==> config.mk <==
export PLATFORM = sky130hd
export DESIGN_NAME = bit_window_unit
export DESIGN_NICKNAME = d
export VERILOG_FILES = /design/src/rtl/bws_pkg.sv /design/src/rtl/bws_fetch.sv /design/src/rtl/bws_shreg.sv /design/src/rtl/bws_ctrl.sv /design/src/rtl/bit_window_unit.sv
export SDC_FILE = /design/constraint.sdc
export NUM_CORES = 1
export LEC_CHECK = 0
export BUFFER_PORTS_ARGS = -buffer_cell sky130_fd_sc_hd__buf_2
export CORE_MARGIN = 8
export CORE_UTILIZATION = 59
export DETAILED_ROUTE_END_ITERATION = 6
export HOLD_SLACK_MARGIN = 0.1
export PLACE_DENSITY_LB_ADDON = 0.05
export SLEW_MARGIN = 25
export SYNTH_ARGS = -nofsm -noshare
export SYNTH_HDL_FRONTEND = slang
export SYNTH_SLANG_ARGS = --single-unit
export TNS_END_PERCENT = 1
==> constraint.sdc <==
create_clock -name clk_i -period 5.1 [get_ports clk_i]
set_clock_uncertainty 0.05 [all_clocks]
set_input_delay 1.275 -clock clk_i [delete_from_list [all_inputs] [get_ports clk_i]]
set_output_delay 1.275 -clock clk_i [all_outputs]
set_load 0.02 [all_outputs]
==> src/rtl/bws_pkg.sv <==
package bws_pkg;
  typedef enum logic [1:0] {
    OP_NONE  = 2'd0,
    OP_SHIFT = 2'd1,
    OP_SEEK  = 2'd2,
    OP_RSVD  = 2'd3
  } op_e;

  typedef enum logic [1:0] {
    CS_IDLE  = 2'd0,
    CS_SHIFT = 2'd1,
    CS_SEEK  = 2'd2
  } cstate_e;

  localparam int NUM_ST     = 5;
  localparam int ST_DONE    = 0;
  localparam int ST_START   = 1;
  localparam int ST_ERR     = 2;
  localparam int ST_INEMPTY = 3;
  localparam int ST_OUTFULL = 4;

  localparam logic [2:0] RA_WIN  = 3'd0;
  localparam logic [2:0] RA_STAT = 3'd1;
  localparam logic [2:0] RA_IEN  = 3'd2;
  localparam logic [2:0] RA_CMD  = 3'd3;
  localparam logic [2:0] RA_BASE = 3'd4;
  localparam logic [2:0] RA_LEN  = 3'd5;

  localparam logic [23:0] SC_PREFIX = 24'h000001;
endpackage

==> src/rtl/bws_fetch.sv <==
module bws_fetch #(
  parameter int ADDR_W = 32,
  parameter int LEN_W  = 16
) (
  input  logic              clk_i,
  input  logic              rst_ni,
  input  logic              base_we_i,
  input  logic              len_we_i,
  input  logic [31:0]       wdata_i,
  input  logic              room_i,
  input  logic              rd_valid_i,
  output logic              rd_req_o,
  output logic [ADDR_W-1:0] rd_addr_o,
  output logic [LEN_W-1:0]  left_o,
  output logic              accept_o
);
  logic [ADDR_W-1:0] addr_q;
  logic [LEN_W-1:0]  left_q;

  assign rd_req_o  = room_i && (left_q != '0);
  assign accept_o  = rd_req_o && rd_valid_i;
  assign rd_addr_o = addr_q;
  assign left_o    = left_q;

  always_ff @(posedge clk_i or negedge rst_ni) begin
    if (!rst_ni) begin
      addr_q <= '0;
      left_q <= '0;
    end else begin
      if (base_we_i)     addr_q <= wdata_i[ADDR_W-1:0];
      else if (accept_o) addr_q <= addr_q + 1'b1;
      if (len_we_i)      left_q <= wdata_i[LEN_W-1:0];
      else if (accept_o) left_q <= left_q - 1'b1;
    end
  end
endmodule

==> src/rtl/bws_shreg.sv <==
module bws_shreg #(
  parameter int BUF_W = 32,
  localparam int CNT_W = $clog2(BUF_W + 1)
) (
  input  logic             clk_i,
  input  logic             rst_ni,
  input  logic             shift_en_i,
  input  logic [CNT_W-1:0] shift_amt_i,
  input  logic             in_en_i,
  input  logic [7:0]       in_byte_i,
  output logic [BUF_W-1:0] buf_o,
  output logic [CNT_W-1:0] cnt_o,
  output logic [2:0]       phase_o,
  output logic             room_o
);
  logic [BUF_W-1:0] buf_q, buf_s, buf_n;
  logic [CNT_W-1:0] cnt_q, cnt_s, cnt_n;
  logic [2:0]       phase_q;
  logic [BUF_W-1:0] ins;

  always_comb begin
    buf_s = buf_q;
    cnt_s = cnt_q;
    if (shift_en_i) begin
      buf_s = buf_q << shift_amt_i;
      cnt_s = cnt_q - shift_amt_i;
    end
    // new byte lands just below the last valid bit after this cycle's shift
    ins   = {in_byte_i, {(BUF_W-8){1'b0}}} >> cnt_s;
    buf_n = in_en_i ? (buf_s | ins) : buf_s;
    cnt_n = in_en_i ? (cnt_s + CNT_W'(8)) : cnt_s;
  end

  always_ff @(posedge clk_i or negedge rst_ni) begin
    if (!rst_ni) begin
      buf_q   <= '0;
      cnt_q   <= '0;
      phase_q <= '0;
    end else begin
      buf_q <= buf_n;
      cnt_q <= cnt_n;
      if (shift_en_i) phase_q <= phase_q + shift_amt_i[2:0];
    end
  end

  assign buf_o   = buf_q;
  assign cnt_o   = cnt_q;
  assign phase_o = phase_q;
  assign room_o  = (cnt_q <= CNT_W'(BUF_W - 8));
endmodule

==> src/rtl/bws_ctrl.sv <==
module bws_ctrl
  import bws_pkg::*;
#(
  parameter int BUF_W = 32,
  parameter int WIN_W = 16,
  localparam int CNT_W = $clog2(BUF_W + 1),
  localparam int AMT_W = $clog2(WIN_W + 1)
) (
  input  logic              clk_i,
  input  logic              rst_ni,
  input  logic              cmd_we_i,
  input  logic [1:0]        cmd_op_i,
  input  logic [AMT_W-1:0]  cmd_amt_i,
  input  logic [4:0]        cmd_amt_raw_i,
  input  logic              stat_we_i,
  input  logic [NUM_ST-1:0] stat_clr_i,
  input  logic [NUM_ST-1:0] ien_i,
  input  logic [CNT_W-1:0]  cnt_i,
  input  logic [2:0]        phase_i,
  input  logic [23:0]       top_i,
  input  logic              left_zero_i,
  input  logic              dn_full_i,
  output logic              shift_en_o,
  output logic [CNT_W-1:0]  shift_amt_o,
  output logic [NUM_ST-1:0] status_o,
  output logic              busy_o,
  output logic              irq_o
);
  cstate_e           state_q, state_n;
  logic [CNT_W-1:0]  amt_q, amt_n;
  logic [NUM_ST-1:0] status_q, set;
  logic [CNT_W-1:0]  align_amt;
  logic              amt_ok;

  assign align_amt = CNT_W'(8) - CNT_W'(phase_i);
  assign amt_ok    = ({1'b0, cmd_amt_raw_i} <= 6'(WIN_W));

  always_comb begin
    state_n     = state_q;
    amt_n       = amt_q;
    set         = '0;
    shift_en_o  = 1'b0;
    shift_amt_o = '0;
    unique case (state_q)
      CS_IDLE: begin
        if (cmd_we_i && status_q == '0) begin
          if (cmd_op_i == OP_SHIFT && amt_ok) begin
            state_n = CS_SHIFT;
            amt_n   = CNT_W'(cmd_amt_i);
          end else if (cmd_op_i == OP_SEEK) begin
            state_n = CS_SEEK;
          end else begin
            set[ST_ERR] = 1'b1;
          end
        end
      end
      CS_SHIFT: begin
        if (dn_full_i) begin
          set[ST_OUTFULL] = 1'b1;
        end else if (cnt_i >= amt_q) begin
          shift_en_o    = 1'b1;
          shift_amt_o   = amt_q;
          set[ST_DONE]  = 1'b1;
          state_n       = CS_IDLE;
        end else if (left_zero_i) begin
          set[ST_INEMPTY] = 1'b1;
        end
      end
      CS_SEEK: begin
        if (dn_full_i) begin
          set[ST_OUTFULL] = 1'b1;
        end else if (phase_i != 3'd0) begin
          if (cnt_i >= align_amt) begin
            shift_en_o  = 1'b1;
            shift_amt_o = align_amt;
          end else if (left_zero_i) begin
            set[ST_INEMPTY] = 1'b1;
          end
        end else if (cnt_i == CNT_W'(BUF_W)) begin
          shift_en_o = 1'b1;
          if (top_i == SC_PREFIX) begin
            shift_amt_o   = CNT_W'(24);
            set[ST_START] = 1'b1;
            state_n       = CS_IDLE;
          end else begin
            shift_amt_o = CNT_W'(8);
          end
        end else if (left_zero_i) begin
          set[ST_INEMPTY] = 1'b1;
        end
      end
      default: state_n = CS_IDLE;
    endcase
  end

  always_ff @(posedge clk_i or negedge rst_ni) begin
    if (!rst_ni) begin
      state_q  <= CS_IDLE;
      amt_q    <= '0;
      status_q <= '0;
    end else begin
      state_q  <= state_n;
      amt_q    <= amt_n;
      status_q <= (status_q & ~(stat_we_i ? stat_clr_i : '0)) | set;
    end
  end

  assign status_o = status_q;
  assign busy_o   = (state_q != CS_IDLE);
  assign irq_o    = |(status_q & ien_i);
endmodule

==> src/rtl/bit_window_unit.sv <==
module bit_window_unit
  import bws_pkg::*;
#(
  parameter int ADDR_W = 32,
  parameter int LEN_W  = 16,
  parameter int WIN_W  = 16,
  localparam int BUF_W = 2 * WIN_W,
  localparam int CNT_W = $clog2(BUF_W + 1),
  localparam int AMT_W = $clog2(WIN_W + 1)
) (
  input  logic              clk_i,
  input  logic              rst_ni,
  input  logic              reg_we_i,
  input  logic [2:0]        reg_addr_i,
  input  logic [31:0]       reg_wdata_i,
  output logic [31:0]       reg_rdata_o,
  output logic              rd_req_o,
  output logic [ADDR_W-1:0] rd_addr_o,
  input  logic              rd_valid_i,
  input  logic [7:0]        rd_data_i,
  input  logic              dn_full_i,
  output logic              irq_o
);
  logic              base_we, len_we, cmd_we, stat_we, ien_we;
  logic [NUM_ST-1:0] ien_q, status_w;
  logic              busy_w, room_w, accept_w, shift_en_w;
  logic [CNT_W-1:0]  cnt_w, shift_amt_w;
  logic [2:0]        phase_w;
  logic [BUF_W-1:0]  buf_w;
  logic [LEN_W-1:0]  left_w;

  assign base_we = reg_we_i && reg_addr_i == RA_BASE;
  assign len_we  = reg_we_i && reg_addr_i == RA_LEN;
  assign cmd_we  = reg_we_i && reg_addr_i == RA_CMD;
  assign stat_we = reg_we_i && reg_addr_i == RA_STAT;
  assign ien_we  = reg_we_i && reg_addr_i == RA_IEN;

  always_ff @(posedge clk_i or negedge rst_ni) begin
    if (!rst_ni)     ien_q <= '0;
    else if (ien_we) ien_q <= reg_wdata_i[NUM_ST-1:0];
  end

  bws_fetch #(.ADDR_W(ADDR_W), .LEN_W(LEN_W)) u_fetch (
    .clk_i, .rst_ni,
    .base_we_i (base_we),
    .len_we_i  (len_we),
    .wdata_i   (reg_wdata_i),
    .room_i    (room_w),
    .rd_valid_i,
    .rd_req_o,
    .rd_addr_o,
    .left_o    (left_w),
    .accept_o  (accept_w)
  );

  bws_shreg #(.BUF_W(BUF_W)) u_shreg (
    .clk_i, .rst_ni,
    .shift_en_i  (shift_en_w),
    .shift_amt_i (shift_amt_w),
    .in_en_i     (accept_w),
    .in_byte_i   (rd_data_i),
    .buf_o       (buf_w),
    .cnt_o       (cnt_w),
    .phase_o     (phase_w),
    .room_o      (room_w)
  );

  bws_ctrl #(.BUF_W(BUF_W), .WIN_W(WIN_W)) u_ctrl (
    .clk_i, .rst_ni,
    .cmd_we_i      (cmd_we),
    .cmd_op_i      (reg_wdata_i[1:0]),
    .cmd_amt_i     (reg_wdata_i[8 +: AMT_W]),
    .cmd_amt_raw_i (reg_wdata_i[12:8]),
    .stat_we_i     (stat_we),
    .stat_clr_i    (reg_wdata_i[NUM_ST-1:0]),
    .ien_i         (ien_q),
    .cnt_i         (cnt_w),
    .phase_i       (phase_w),
    .top_i         (buf_w[BUF_W-1 -: 24]),
    .left_zero_i   (left_w == '0),
    .dn_full_i,
    .shift_en_o    (shift_en_w),
    .shift_amt_o   (shift_amt_w),
    .status_o      (status_w),
    .busy_o        (busy_w),
    .irq_o
  );

  always_comb begin
    reg_rdata_o = '0;
    unique case (reg_addr_i)
      RA_WIN:  reg_rdata_o = 32'(buf_w[BUF_W-1 -: WIN_W]);
      RA_STAT: reg_rdata_o = 32'(status_w);
      RA_IEN:  reg_rdata_o = 32'(ien_q);
      RA_CMD:  reg_rdata_o = 32'(busy_w);
      RA_BASE: reg_rdata_o = 32'(rd_addr_o);
      RA_LEN:  reg_rdata_o = 32'(left_w);
      default: reg_rdata_o = '0;
    endcase
  end
endmodule

* Word level (Yosys, flattened, before mapping)
Cells that the tools add are included.
Word-level totals: bits in registers 106, bits in latches 0, RAM bits 0, ROM bits 0, output and inout port bits 66, word-level logic and storage cells 120, memories kept 0
Cells by class: add/sub/neg operators 6, multiply operators 0, div/mod/pow operators 0, $lt $le $gt $ge 4, equality and inequality tests 19, shifts and indexed selects 2, mux-type cells 54, bitwise gates (word level) 5, reduce and logical (&&, ||, !) cells 21
Operator list (count):
- 32-bit one-hot mux with 6 select lines | 1
- 32-bit 2-to-1 mux | 4
- 6-bit 2-to-1 mux | 7
- 32-bit by 1-bit adder with 32-bit output, second input constant | 1
- 16-bit 2-to-1 mux | 2
- 32-bit OR | 1
- 32-bit by 6-bit left shift with 32-bit output | 1
- 32-bit by 6-bit >> shifter with 32-bit output | 1
- 24-bit by 1-bit equality test with 1-bit output, second input constant | 1
- 1-bit 2-to-1 mux | 24
- 2-bit 2-to-1 mux | 9
- 16-bit zero test | 1
- 16-bit nonzero test | 1
- 16-bit by 1-bit subtractor with 16-bit output, second input constant | 1
- 5-bit 2-to-1 mux | 3
- 6-bit one-hot mux with 2 select lines | 1
- 5-bit bitwise AND | 2
- 1-bit logical AND | 9
- 2-bit by 1-bit inequality test with 1-bit output, second input constant | 4
- 8-bit AND reduction | 1
- 6-bit by 4-bit adder with 6-bit output, second input constant | 1
- 3-bit by 2-bit equality test with 1-bit output, second input constant | 2
- 3-bit equality test, second input constant | 2
- 6-bit equality test, second input constant | 1
- other kinds (24) | 30

* Logic depth before layout (Yosys ltp)
word-level depth 11, depth in mapped cells 22, mapped depth without buffers 20

* Cells and area by module
From an unflattened synthesis, not the netlist that was laid out.
Second synthesis, totals: cells, all modules 1023, area total of the unflattened synthesis 8963.6 um^2
Modules (own cells, without submodules):
- bws_shreg | instances 1, cells an instance 460, area an instance 3940.0 um^2, sequential area each 1026.0 um^2
- bws_fetch | instances 1, cells an instance 312, area an instance 2847.7 um^2, sequential area each 1201.2 um^2
- bws_ctrl | instances 1, cells an instance 139, area an instance 1151.1 um^2, sequential area each 300.3 um^2
- bit_window_unit | instances 1, cells an instance 112, area an instance 1024.7 um^2, sequential area each 125.1 um^2

* Least setup slack after synthesis
OpenSTA, ideal clock, no wires.
path kind reg2reg, start point reg u_shreg.phase_q[0], in the netlist u_shreg.phase_o[0], end point reg u_shreg.buf_q[12], in the netlist u_shreg.buf_o[12], data arrival time 4.381 ns, setup slack 0.535 ns, stages on the path, launching flop included 23, cell sequence dfrtp_1 > inv_1 > ha_1 > ha_1 > inv_1 > ha_1 > a2111oi_2 > o21a_1 > nor3_1 > a22o_1 > clkbuf_1 > inv_2 > clkbuf_1 > ha_1 > nor2b_1 > o21ai_0 > nand2b_1 > xor2_1 > a41oi_2 > nand2b_1 > nor2_1 > a222oi_1 > o21ai_1
Between the ends: longest elaborated chain between the ends 11, elaborated cells on any way between the ends 18, those cells by class add/sub: 2; order compare: 1; shift: 2; mux: 11; bitwise: 1; reduce/logical: 1
RTL lines:
- start, declared | line bws_shreg.sv:18 | logic [2:0] phase_q;
- start signal, assigned | line bws_shreg.sv:42 | if (shift_en_i) phase_q <= phase_q + shift_amt_i[2:0];
- 4-bit by 3-bit subtractor with 5-bit output | line bws_ctrl.sv:35 | assign align_amt = CNT_W'(8) - CNT_W'(phase_i);
- 6-bit >= comparator | line bws_ctrl.sv:73 | if (cnt_i >= align_amt) begin
- 6-bit 2-to-1 mux | line bws_ctrl.sv:73
- 6-bit 2-to-1 mux | line bws_ctrl.sv:72 | end else if (phase_i != 3'd0) begin
- 6-bit 2-to-1 mux | line bws_ctrl.sv:70 | if (dn_full_i) begin
- 6-bit one-hot mux with 2 select lines | line bws_ctrl.sv:44 | unique case (state_q)
- 6-bit subtractor | line bws_shreg.sv:26 | cnt_s = cnt_q - shift_amt_i;
- 6-bit 2-to-1 mux | line bws_shreg.sv:24 | if (shift_en_i) begin
- 32-bit by 6-bit >> shifter with 32-bit output | line bws_shreg.sv:29 | ins = {in_byte_i, {(BUF_W-8){1'b0}}} >> cnt_s;
- 32-bit OR | line bws_shreg.sv:30 | buf_n = in_en_i ? (buf_s | ins) : buf_s;
- 32-bit 2-to-1 mux * | line bws_shreg.sv:30
- net u_shreg.buf_n[12] | line bws_shreg.sv:16 | logic [BUF_W-1:0] buf_q, buf_s, buf_n;
- end signal, assigned | line bws_shreg.sv:40 | buf_q <= buf_n;
- end, declared | line bws_shreg.sv:16
Mark *: on every way through the listed nets, which the timed path passes. The rest lies on a longest branch. A chain may end at the register's enable or synchronous reset.

* Worst setup path in the final report
start point reg u_shreg.phase_q[0], in the netlist u_shreg.phase_o[0], end point reg u_shreg.buf_q[0], in the netlist u_shreg.buf_o[0]
The elaborated chain is that of the path after synthesis.

==> metrics <==
core area 13900 um2; CP cell instances inv_1 -> ha_1 -> ha_1 -> inv_1 -> ha_1 -> a2111oi_2 -> o21ai_1 -> nand3_1 -> nand2_2 -> ha_1 -> fa_1 -> o21ai_1 -> o21ai_4 -> inv_2 -> nand3_1 -> a21boi_1 -> mux2i_1 -> o31ai_1; CP max stage delay 0.59 ns; First DRT Iteration DRCs 936; Skew-Pair Late Insertion Delay about 0.36 ns; Layout Nets 1144; clock tree from TritonCTS done; Worst EP arrival 5.06 ns; area leader, netlist dfrtp_1; CP endpoint kind flip-flop; Post-Layout Cell Count roughly 1300; final RePlAce weighted congestion 0.992; DRC viols 2; Die X 135 um; final setup vio count 0; RSZ-0062 raised after global routing no; largest net degree at the start of global routing 65; Synth top area share 0.315; Design Power about 5.5 mW; Post-DRT Antenna Nets 0; critical path class flip-flop to flip-flop; CP max FO 10; layout cells sized above 1 0.185; Vias between 8000 and 9000; Layout Area Growth over Synthesis 12.5%; average cell area after synthesis 8.60 um2; fmax 206 MHz; crit start category flip-flop; Seq cells post-synth 106; Initial Util 0.604; global-route wire length before repair 43200 um; Antenna diodes 0; placed cell area 9150 um2; vias in the first global route 7808; syn nets 1051; failing checks design-rule violations; total setup buffers inserted after CTS 0; largest buffer count on any clock path 2; Row Count 43; main flop type after synthesis dfrtp_1; fin crit share 0.953; Synth Warn # 0; Num CTS Buffers 9; minimum clock period 4.86 ns; die area 18300 um2; WP data required about 5.3 ns; final hold slack 0.501 ns; sequential area share after synthesis 0.315; Total Routing Usage GR 0.297; number of synthesized flops with an enable pin 0; DRT Wirelength about 27000 um; drt via density 6.44; top cells by area, synth dfrtp_1 32%, mux2i_1 13%, nand2_1 4.6%, nor2_1 4.5%, mux2_2 3.6%; Hold Path Class flip-flop to flip-flop; Pwr Density 576 nW/um2; Post-Syn Instances approximately 980; Die Y 135 um; drt first pass iters 7; slew of the pin with the lowest slew margin 0.987 ns; Post-synth top cells 106 x dfrtp_1, 106 x mux2i_1, 104 x nand2_1, 101 x nor2_1, 47 x o21ai_0; max_slew headroom 0.323; initial antenna violation count 0; status complete, but fails checks; Synth cell types 75; Slew Viols, Final 0; GRT overflow 0; crit-path leading delay family compound AO/OA/AOI/OAI gates; maxcap violations 0; HPWL after DPL 20600 um; worst vdd ir 0.411 mV; CTS root buf clkbuf_16; total negative slack 0 ns; wire length per cell between 20 and 25 um; Pleak roughly 4.0 nW; clock tree sinks between 100 and 150; CTS clock-pin slew for the worst setup and hold paths roughly 0.080 ns; # placed instances 1240; Hold Vio Cnt, Final 0; Ports ~110; PortBufs 113; Final Cell Area around 9500 um2; post-synthesis cell area 8420 um2; FFs w/ async S/R, synth 1.00; CP Buf/Inv Count 3; CP dominant cell by count ha_1; Slowest cell on crit path fa_1; htree depth 3
[metrics by stage]
stage | worst slack [ns] | util
after floorplan | 0.535 | -
after global placement | 0.441 | 0.657
after detailed placement | 0.391 | 0.657
after CTS | 0.435 | 0.679
after global routing | 0.0400 | 0.679
final | 0.241 | 0.679
[kinds of logic (layout without fill, tap and decap cells)]
logic type | Yosys count | count (layout) | synth area share
multiplexers | 136 | 136 | 0.170
XOR/XNOR | 51 | 51 | 0.0531
flip-flops | 106 | 106 | 0.315
AO/OA/AOI/OAI | 233 | 233 | 0.189
buffers and inverters | 81 | 179 | 0.0381
adder cells (fa/ha/maj) | 25 | 25 | 0.0390
AND/OR/NAND/NOR | 346 | 346 | 0.196
[report_power, final]
part	internal [mW]	switching (mW)
combinational	1.22	1.90
clock	0.408	0.336
sequential	1.13	0.456
[state kept, by name, indices dropped and copies added (netlist names)]
name,cells
u_shreg.cnt_o,6
u_ctrl.status_o,5
u_fetch.rd_addr_o,32
u_ctrl.state_q,2
ien_q,5
u_shreg.buf_o,32
u_shreg.phase_o,3
u_fetch.left_o,16
u_ctrl.amt_q,5
[layout by cell type, fill, tap and decap left out, types with 4 or more instances in the layout]
cell       netlist  routed
nor4_1           9       9
ha_1            23      23
inv_2            6       6
clkbuf_16        0       9
buf_4            0      19
nand2b_1         7       7
a32oi_1          6       6
nor2_1         101     100
a22oi_1         26      26
nand3_1         27      27
a21oi_1         44      44
xnor2_1         27      27
o2111ai_1        4       4
or3_1            4       4
nor3_1          19      18
nand4_1         11      11
o211ai_1        15      15
buf_2           13     112
xor2_1          24      24
inv_1           26      26
o221ai_1         9       9
mux2_2          27      27
nand2_1        104     103
nor2b_1         10      10
a222oi_1         5       5
a32o_1           4       4
mux2i_1        106     106
a31oi_1          6       6
dfrtp_1        106     106
and2_1          21      20
and3_1           7       7
a21o_1           7       7
nand3b_1         5       5
o21ai_1         14      14
o31ai_1          5       5
o21ai_0         47      47
[routing by layer]
layer / vias up / global-route usage / wire length (um)
met1: 3843 / 0.405 / 11600
met2: 410 / 0.466 / 12200
met5: - / 0 / 0
met4: 0 / 0.0962 / 724
met3: 66 / 0.0542 / 2530
li1: 3769 / - / -
[area by class of cell]
cell class	count	area [um2]
multi-input cells	791	5460
fillers	1212	4470
flip-flops and latches	106	2650
repair buffers	131	703
clock buffers	12	256
well taps	180	225
inverters	32	120
clock inverters	4	50.0
[timing repair]
action | in CTS | in global routing
hold buffers | 0 | 0
resized for setup | 0 | 1
endpoints found under the setup margin | 0 | 1
[final timing paths]
path	startpoint	endpoint	slack [ns]	cells after the start
worst max-delay path	u_shreg.phase_o[0]	u_shreg.buf_o[0]	0.24	18
worst min-delay path	ien_q[3]	ien_q[3]	0.50	1
worst max register to register	u_shreg.phase_o[0]	u_shreg.buf_o[0]	0.24	18
worst min register to register	ien_q[3]	ien_q[3]	0.50	1
max in group asynchronous	rst_ni	u_fetch.rd_addr_o[16]	3.18	2
min in group asynchronous	rst_ni	u_ctrl.amt_q[0]	0.81	1
No activity file was read; power rests on OpenSTA's default activity.
